===== src/rtl/drdiv_pkg.sv =====
package drdiv_pkg;

   // Override state that the top decodes from the two force controls.
   typedef enum logic [1:0] {
      FORCE_NONE = 2'd0,
      FORCE_CLR  = 2'd1,
      FORCE_SET  = 2'd2
   } force_e;

   // Bits needed to hold 0 .. n-1.
   function automatic int unsigned stage_width(input int unsigned n);
      return (n <= 2) ? 1 : $clog2(n);
   endfunction

endpackage


===== src/rtl/drdiv_edge_sampler.sv =====
module drdiv_edge_sampler #(
   parameter int unsigned SYNC_STAGES = 2
) (
   input  logic clk,
   input  logic rst_n,
   input  logic din,
   output logic fall_o
);
   logic sampled;
   logic prev_q;

   generate
      if (SYNC_STAGES > 4) begin : g_bad_depth
         $error("drdiv_edge_sampler: SYNC_STAGES must be 0..4");
      end

      if (SYNC_STAGES == 0) begin : g_direct
         assign sampled = din;
      end else begin : g_sync
         logic [SYNC_STAGES-1:0] chain_q;
         always_ff @(posedge clk or negedge rst_n) begin
            if (!rst_n) begin
               chain_q <= '0;
            end else if (SYNC_STAGES == 1) begin
               chain_q <= din;
            end else begin
               chain_q <= {chain_q[SYNC_STAGES-2:0], din};
            end
         end
         assign sampled = chain_q[SYNC_STAGES-1];
      end
   endgenerate

   always_ff @(posedge clk or negedge rst_n) begin
      if (!rst_n) begin
         prev_q <= 1'b0;
      end else begin
         prev_q <= sampled;
      end
   end

   assign fall_o = prev_q & ~sampled;
endmodule


===== src/rtl/drdiv_toggle_stage.sv =====
module drdiv_toggle_stage
   import drdiv_pkg::*;
(
   input  logic   clk,
   input  logic   rst_n,
   input  force_e force_i,
   input  logic   step_i,
   output logic   q_o
);
   logic bit_q;

   always_ff @(posedge clk or negedge rst_n) begin
      if (!rst_n) begin
         bit_q <= 1'b0;
      end else begin
         unique case (force_i)
            FORCE_SET: bit_q <= 1'b1;
            FORCE_CLR: bit_q <= 1'b0;
            default:   if (step_i) bit_q <= ~bit_q;
         endcase
      end
   end

   assign q_o = bit_q;
endmodule


===== src/rtl/drdiv_modn_stage.sv =====
module drdiv_modn_stage
   import drdiv_pkg::*;
#(
   parameter int unsigned MODULUS = 5,
   localparam int unsigned W      = stage_width(MODULUS)
) (
   input  logic         clk,
   input  logic         rst_n,
   input  force_e       force_i,
   input  logic         step_i,
   output logic [W-1:0] q_o
);
   localparam logic [W-1:0] LAST = W'(MODULUS - 1);

   logic [W-1:0] cnt_q;
   logic [W-1:0] cnt_next;

   generate
      if (MODULUS < 2) begin : g_bad_mod
         $error("drdiv_modn_stage: MODULUS must be at least 2");
      end
   endgenerate

   always_comb begin
      if (cnt_q == LAST) begin
         cnt_next = '0;
      end else begin
         cnt_next = cnt_q + W'(1);
      end
   end

   always_ff @(posedge clk or negedge rst_n) begin
      if (!rst_n) begin
         cnt_q <= '0;
      end else begin
         unique case (force_i)
            FORCE_SET: cnt_q <= LAST;
            FORCE_CLR: cnt_q <= '0;
            default:   if (step_i) cnt_q <= cnt_next;
         endcase
      end
   end

   assign q_o = cnt_q;
endmodule


===== src/rtl/decade_ripple_div.sv =====
module decade_ripple_div
   import drdiv_pkg::*;
#(
   parameter int unsigned DIV_HI      = 5,
   parameter int unsigned SYNC_STAGES = 2,
   localparam int unsigned HW         = stage_width(DIV_HI),
   localparam int unsigned QW         = HW + 1
) (
   input  logic          clk,
   input  logic          rst_n,
   input  logic          tick2_i,
   input  logic          tick5_i,
   input  logic          clr_i,
   input  logic          preset_i,
   output logic [QW-1:0] q_o
);
   localparam logic [QW-1:0] SET_VAL = {HW'(DIV_HI - 1), 1'b1};

   force_e       force_w;
   logic         fall2_w;
   logic         fall5_w;
   logic         lo_q;
   logic [HW-1:0] hi_q;

   // Preset outranks clear.
   always_comb begin
      if (preset_i) begin
         force_w = FORCE_SET;
      end else if (clr_i) begin
         force_w = FORCE_CLR;
      end else begin
         force_w = FORCE_NONE;
      end
   end

   drdiv_edge_sampler #(.SYNC_STAGES(SYNC_STAGES)) u_samp2 (
      .clk    (clk),
      .rst_n  (rst_n),
      .din    (tick2_i),
      .fall_o (fall2_w)
   );

   drdiv_edge_sampler #(.SYNC_STAGES(SYNC_STAGES)) u_samp5 (
      .clk    (clk),
      .rst_n  (rst_n),
      .din    (tick5_i),
      .fall_o (fall5_w)
   );

   drdiv_toggle_stage u_lo (
      .clk     (clk),
      .rst_n   (rst_n),
      .force_i (force_w),
      .step_i  (fall2_w),
      .q_o     (lo_q)
   );

   drdiv_modn_stage #(.MODULUS(DIV_HI)) u_hi (
      .clk     (clk),
      .rst_n   (rst_n),
      .force_i (force_w),
      .step_i  (fall5_w),
      .q_o     (hi_q)
   );

   // Overrides reach the outputs without a clock edge.
   always_comb begin
      unique case (force_w)
         FORCE_SET: q_o = SET_VAL;
         FORCE_CLR: q_o = '0;
         default:   q_o = {hi_q, lo_q};
      endcase
   end
endmodule


===== config.mk =====
export PLATFORM = sky130hd
export DESIGN_NAME = decade_ripple_div
export DESIGN_NICKNAME = d
export VERILOG_FILES = /design/src/rtl/drdiv_pkg.sv /design/src/rtl/drdiv_edge_sampler.sv /design/src/rtl/drdiv_toggle_stage.sv /design/src/rtl/drdiv_modn_stage.sv /design/src/rtl/decade_ripple_div.sv
export SDC_FILE = /design/constraint.sdc
export NUM_CORES = 1
export LEC_CHECK = 0
export CORE_MARGIN = 3
export CORE_UTILIZATION = 30
export DETAILED_ROUTE_END_ITERATION = 10
export PLACE_DENSITY = 0.57
export SKIP_LAST_GASP = 1
export SLEW_MARGIN = 40
export SYNTH_ARGS = -nofsm -noshare
export SYNTH_HDL_FRONTEND = slang
export SYNTH_SLANG_ARGS = --single-unit

===== constraint.sdc =====
create_clock -name clk -period 1.4 [get_ports clk]
set_clock_uncertainty 0.1 [all_clocks]
set_input_delay 0.21 -clock clk [delete_from_list [all_inputs] [get_ports clk]]
set_output_delay 0.21 -clock clk [all_outputs]
set_load 0.01 [all_outputs]

==> summary.md, run 1 <==
| Metric | Value |
|---|---|
| Outcome | `finished, violations left` |
| Failing checks | `setup timing` |
| Post-synth net total | `44` |
| IO Pins | `10` |
| Syn Inst Count | `36` |
| Filler cells | `about 120` |
| IO buf count | `9` |
| Number of nets in the layout | `69` |
| Fraction of synthesized area in multiplexers | `0%` |
| Relative slew slack | `between 70 and 80%` |
| DIE HEIGHT | `between 40 and 50 um` |
| Global Route Usage Sum | `just under 10%` |
| Setup Crit Path Kind | `reg2out` |
| Worst-Margin Slew | `between 400 and 500 ps` |
| Total wire length | `917 um` |
| Crit path capture type | `output pin` |
| GRT overflow | `0` |
| # setup viols final | `1` |
| Adder-cell share of the synthesized area | `~6%` |
| Largest net degree at the start of global routing | `11` |
| Clk sinks | `10` |
| DP Wirelength | `a little over 600 um` |
| DRT iter0 DRCs | `3` |
| Vias in the first global route | `approximately 360` |
| CP endpoint | `q_o[3]` |
| First-pass GRT wire length | `1380 um` |
| Fin crit period | `~1400 ps` |
| Yosys warns | `0` |
| Post-route DRC | `0` |
| Crit path buffers/inverters | `1` |
| Max-Cap Viols | `0` |
| Fin Hold WS | `between 150 and 200 ps` |
| Final Cycle Share | `101.0%` |
| XOR/XNOR Fraction of Synth Area | `roughly 2.1%` |
| Routed vias/inst | `about 4.6` |
| Worst Slack Setup Final | `-14.18 ps` |
| Hold-fix buffers, CTS | `0` |
| CORE AREA | `between 0.001 and 0.0015 mm^2` |
| Starting Density | `a little over a third` |
| Placed cell area | `a little under 600 um^2` |
| Simple-Gate Fraction of Synth Area | `between 10% and 20%` |
| Synth Cell Area | `between 400 and 500 um^2` |
| Die W | `~43 um` |
| Antenna diodes | `0` |
| Synth unique cells | `16` |
| Die area | `0.001882 mm^2` |
| CP max-delay cell | `dfrtp_1` |
| Arrival @ worst endpoint | `approximately 1100 ps` |
| DP Worst Slack | `-436.6 ps` |
| Cell chain of the critical path | `nor2b_4 -> or2_1 -> buf_2` |
| Total CTS buffers | `3` |
| Peak VDD IR | `just under 700 uV` |
| Cell area after layout | `roughly 650 um^2` |
| Pins Over Slew Limit | `0` |
| #FFs+latches synth | `10` |
| CTS tree | `yes` |
| GPL Wtd Cong | `between 0.7 and 0.8` |
| RSZ-0062 raised after global routing | `yes` |
| R2r endpoint | `u_hi.q_o[2]` |
| Drt wl/cell | `between 10 and 15 um` |
| Critical Path Start | `u_hi.q_o[2]` |
| Maximum clock frequency | `707.1 MHz` |
| Routed Antenna Nets | `0` |
| Startpoint types | `flop` |
| H-tree depth | `1` |
| Power Density | `994.2 mW/mm^2` |
| Min-Delay Path Class | `in2async` |
| Via count | `342` |
| CP top delay family | `flip-flops` |
| Final hold vios | `0` |
| Post-synthesis compound-gate area fraction | `a little over a tenth` |
| Clock root buffer | `clkbuf_4` |
| Layout cells sized above 1 | `approximately two fifths` |
| Worst r2r src | `u_hi.q_o[0]` |
| Synth Area per Inst | `~12 um^2` |
| WP depth | `3` |
| Area Overhead vs Synth | `54.33%` |
| Worst stage delay on the critical path | `approximately 380 ps` |
| Clk buf depth | `2` |
| R2R depth | `5` |
| DRT Pass-1 Iters | `3` |
| Crit-path max FO | `2` |
| Largest family of logic cells by synthesized area | `simple AND/OR/NAND/NOR gates` |
| Seq/Total Area, Yosys | `59.70%` |
| Clk pin slew, worst setup/hold paths | `around 60 ps` |
| CP Data Required Time | `between 1000 and 1500 ps` |
| LEAKAGE | `about 0.31 nW` |
| Initial antenna violation count | `0` |
| Row cnt | `12` |
| R2R setup slack | `20 ps` |
| Worst-Skew Late Latency | `~260 ps` |
## power breakdown
group	switching, mW	internal (mW)
combinational	0.0350	0.0494
sequential	0.00693	0.303
clock	0.0913	0.158
## Yosys cell counts
cell / instances / share of area, %
a21o_1: 2 / 3.6
nand2b_1: 2 / 3.0
o21ai_0: 1 / 1.2
a221o_1: 1 / 2.4
or2_1: 1 / 1.5
clkbuf_1: 1 / 0.89
nor2b_1: 1 / 1.5
xnor2_1: 1 / 2.1
dfrtp_1: 10 / 60
a211oi_1: 2 / 3.6
nor3_1: 3 / 3.6
inv_1: 3 / 2.7
nand3_1: 2 / 2.4
nand2_1: 3 / 2.7
ha_1: 2 / 6.0
nor2b_4: 1 / 3.3
## cell families (layout without fill, tap and decap cells)
logic type,after synthesis,in the layout
xor gates and xnor gates,1,1
AOI/OAI and AO/OA,6,6
buffers and inverters,4,28
and+or+nand+nor,13,13
adders and majority gates,2,2
DFF,10,10
## cell usage in the layout, fill, tap and decap left out
cell type         n
buf_4            12
dfrtp_1          10
inv_1             3
nor3_1            3
nand2_1           3
clkbuf_4          3
clkdlybuf4s50_1   3
buf_2             3
a21o_1            2
nand2b_1          2
nor2b_4           2
nand3_1           2
a211oi_2          2
dlygate4sd2_1     2
xnor2_1           1
o21ai_0           1
a221o_1           1
or2_1             1
ha_2              1
ha_1              1
clkbuf_8          1
clkbuf_2          1
## layer usage
metal / global-route usage, % / up-vias / wire (um)
met5: 0 / - / 0
met4: 5.422 / 0 / 0
met3: 3.734 / 0 / 40
met2: 15.63 / 9 / 485
met1: 11.49 / 165 / 391
li1: - / 168 / -
## sequential cells by signal, indices dropped and copies added, names as in the netlist
name,cells
u_lo.q_o,1
u_samp2.g_sync.chain_q,2
u_hi.q_o,3
u_samp5.prev_q,1
u_samp2.prev_q,1
u_samp5.g_sync.chain_q,2
## area by class of cell
| type | count | area, um^2 | area share, % |
|---|---|---|---|
| Sequential cell | 10 | 250.2 | 38.68 |
| Multi-Input combinational cell | 22 | 173.9 | 26.89 |
| Timing Repair Buffer | 21 | 157.7 | 24.37 |
| Clock buffer | 4 | 36.28 | 5.609 |
| Tap cell | 14 | 17.52 | 2.708 |
| Inverter | 3 | 11.26 | 1.741 |
## worst min-delay path by stage
stage,cells past startpoint,to,from,slack (ps)
3_3_place_gp,0,u_samp2.g_sync.chain_q[1],u_samp2.g_sync.chain_q[0],230
6_report,1,u_samp5.g_sync.chain_q[0],rst_n,150
5_1_grt,1,u_samp5.g_sync.chain_q[1],rst_n,170
2_1_floorplan,0,u_hi.q_o[0],rst_n,-190
3_5_place_dp,0,u_samp5.g_sync.chain_q[1],u_samp5.g_sync.chain_q[0],240
4_1_cts,1,u_samp5.g_sync.chain_q[1],rst_n,160
## stage by stage
stage / power [mW] / TNS, ps / std cells / util [%]
floorplan: 0.3431 / 0 / 36 / -
global placement: 0.3885 / -1560 / 67 / 49.17
detailed placement: 0.3917 / -1705 / 67 / 49.17
CTS: 0.6477 / -16.93 / 73 / 52.50
global route: 0.6872 / -169.8 / 74 / 53.85
finish: 0.6431 / -14.18 / 74 / 53.85
## worst register-to-register path: cells and delay by family, from the launching register on
family | cells | cell delay [ps]
fa+ha+maj | 1 | 170
flops | 1 | 390
buf+inv | 2 | 190
compound gates | 2 | 420
## repair_timing
| item | CTS | global route |
|---|---|---|
| gates resized for setup | 15 | 7 |
| pin swaps | 0 | 1 |
| gates cloned | 0 | 0 |
| endpoints found under the hold margin | 0 | 0 |
| buffers inserted | 2 | 1 |
| setup endpoints to repair | 4 | 6 |
(Power assumes the default switching activity.)
==> run 2, diff against run 1 <==
clock period = 1.7 ns   (was 1.4 ns; I/O delays follow)
==> summary.md, run 2 (synthesized netlist as in run 1, its figures left out) <==
| Metric | Value |
|---|---|
| Max-Cap Viols | `0 (unchanged)` |
| Clk sinks | `10 (unchanged)` |
| DRT iter0 DRCs | `9 (was 3)` |
| Fin util | `48.85% (was 53.85%)` |
| Maximum clock frequency | `between 600 and 700 MHz` |
| CTS tree | `yes (unchanged)` |
| Via count | `310 (was 342)` |
| Hold-fix buffers, CTS | `0 (unchanged)` |
| RSZ-0062 raised after global routing | `no (was yes)` |
| Outcome | `completed (was finished, violations left)` |
| Filler cells | `117 (was 116)` |
| Global Route Usage Sum | `9.083% (was 9.880%)` |
| Post-route DRC | `0 (unchanged)` |
| Clock root buffer | `clkbuf_4 (unchanged)` |
| Layout cells sized above 1 | `17.31% (was 41.67%)` |
| Largest net degree at the start of global routing | `11 (unchanged)` |
| GRT overflow | `0 (unchanged)` |
| IO Pins | `10 (unchanged)` |
| Crit path capture type | `output pin (unchanged)` |
| Fin Hold WS | `197.0 ps (was 152.8 ps)` |
| CP Data Required Time | `1340 ps (was 1090 ps)` |
| Startpoint types | `flop (unchanged)` |
| IO buf count | `9 (unchanged)` |
| Peak VDD IR | `385.7 uV (was 686.3 uV)` |
| Area Overhead vs Synth | `40.00% (was 54.33%)` |
| Starting Density | `34.90% (unchanged)` |
| Final setup TNS | `0 ps (was -14.18 ps)` |
| Final Cycle Share | `a little over nine tenths` |
| Routed Antenna Nets | `0 (unchanged)` |
| Antenna diodes | `0 (unchanged)` |
| Arrival @ worst endpoint | `1290 ps (was 1100 ps)` |
| Met2 Usage GRT | `14.45% (was 15.63%)` |
| First-pass GRT wire length | `1269 um (was 1380 um)` |
| R2R depth | `4 (was 5)` |
| Routed vias/inst | `4.697 (was 4.622)` |
| Final hold vios | `0 (unchanged)` |
| Max reg flops | `3 (unchanged)` |
| Fin crit period | `around 1600 ps` |
| Worst-Margin Slew | `417.4 ps (was 421.2 ps)` |
| Total CTS buffers | `3 (unchanged)` |
| Clk pin slew, worst setup/hold paths | `60 ps (about the same)` |
| Worst Slack Setup Final | `52.70 ps (was -14.18 ps)` |
| GPL Wtd Cong | `0.6987 (was 0.7116)` |
| Number of nets in the layout | `61 (was 69)` |
| Clock power share | `39.2% (was 38.7%)` |
| Die W | `43.38 um (unchanged)` |
| CORE AREA | `0.001201 mm^2 (unchanged)` |
| DIE HEIGHT | `43.38 um (unchanged)` |
| Drt wl/cell | `10.85 um (was 12.39 um)` |
| Worst-Skew Late Latency | `260 ps (about the same)` |
| Busiest layer in global routing | `met2 (unchanged)` |
| P_sw | `100.8 uW (was 133.2 uW)` |
| Comb pwr share | `10.8% (was 13.1%)` |
| Int Power | `411.2 uW (was 509.8 uW)` |
| Initial antenna violation count | `0 (unchanged)` |
| Part of the power in registers | `50.1% (was 48.2%)` |
| Commonest non-fill, non-tap cell in the layout | `dfrtp_1 (was buf_4)` |
| Relative slew slack | `72.08% (was 71.83%)` |
| Clk buf depth | `2 (unchanged)` |
| Cell Count, Final, Fillers Out | `66 (was 74)` |
| DRT Pass-1 Iters | `4 (was 3)` |
| Die area | `0.001882 mm^2 (unchanged)` |
| Commonest cells after routing, fill and taps aside | `dfrtp_1, dlygate4sd2_1, clkdlybuf4s50_1, buf_4 (was buf_4, dfrtp_1)` |
| LEAKAGE | `0.2807 nW (was 0.3136 nW)` |
| Power Density | `872.4 mW/mm^2 (was 994.2 mW/mm^2)` |
| Pins Over Slew Limit | `0 (unchanged)` |
| Crit-path max FO | `2 (unchanged)` |
| PnR Total Power | `511.9 uW (was 643.1 uW)` |
| Grt met3 use | `4.149% (was 3.734%)` |
| Total wire length | `716 um (was 917 um)` |
| # setup viols final | `0 (was 1)` |
| Vias in the first global route | `318 (was 356)` |
| Setup Crit Path Kind | `reg2out (unchanged)` |
| Placed cell area | `553.0 um^2 (was 590.6 um^2)` |
| Row cnt | `12 (unchanged)` |
| H-tree depth | `1 (unchanged)` |
| DP Worst Slack | `-204.3 ps (was -436.6 ps)` |
| Sw frac | `19.69% (was 20.72%)` |
| Cell area after layout | `586.8 um^2 (was 646.9 um^2)` |
| Met1 Use GR | `10.62% (was 11.49%)` |
| Min-Delay Path Class | `in2async (unchanged)` |
| Inst Count DP | `62 (was 67)` |
-- run 2: per-layer routing --
metal  wire length [um]  part of all wire, %
met1                303                   42
met2                353                   49
met3                 60                  8.4
met4                  0                    0
met5                  0                    0
-- run 2: final timing paths --
path | from | end | slack [ps]
setup / recovery | u_lo.q_o | q_o[0] | 50
hold / removal | rst_n | u_samp5.g_sync.chain_q[0] | 200
setup reg to reg | u_hi.q_o[0] | u_hi.q_o[2] | 410
hold reg to reg | u_samp2.g_sync.chain_q[0] | u_samp2.g_sync.chain_q[1] | 250
max in group asynchronous | rst_n | u_samp5.g_sync.chain_q[1] | 1010
min in group clk | u_samp2.g_sync.chain_q[0] | u_samp2.g_sync.chain_q[1] | 250
-- run 2: timing repair --
| action | CTS | global route |
|---|---|---|
| endpoints found under the hold margin | 0 | 0 |
| buffers inserted | 0 | 0 |
| gates cloned | 0 | 0 |
| pin swaps | 0 | 0 |
| endpoints found under the setup margin | 4 | 1 |
| gates resized for setup | 4 | 1 |
-- run 2: power by group through the flow --
stage | combinational (mW) | clock (mW) | sequential (mW)
final | 0.0552 | 0.201 | 0.256
after global routing | 0.0610 | 0.229 | 0.257
after CTS | 0.0566 | 0.210 | 0.256
after detailed placement | 0.0581 | 0 | 0.261
after global placement | 0.0561 | 0 | 0.260
after floorplan | 0.0237 | 0 | 0.259
-- run 2: area by class of cell --
cell class                      count  area (um^2)  area share (%)
Clock buffer                        4        36.28           6.183
Inverter                            3        11.26           1.919
Multi-Input combinational cell     22        153.9           26.23
Sequential cell                    10        250.2           42.64
Tap cell                           14        17.52           2.985
Timing Repair Buffer               13        117.6           20.04
-- run 2: critical path, stage by stage, from the launching register on --
cell,delay (ps)
dfrtp_1,390
a21o_1,180
clkdlybuf4s50_1,470
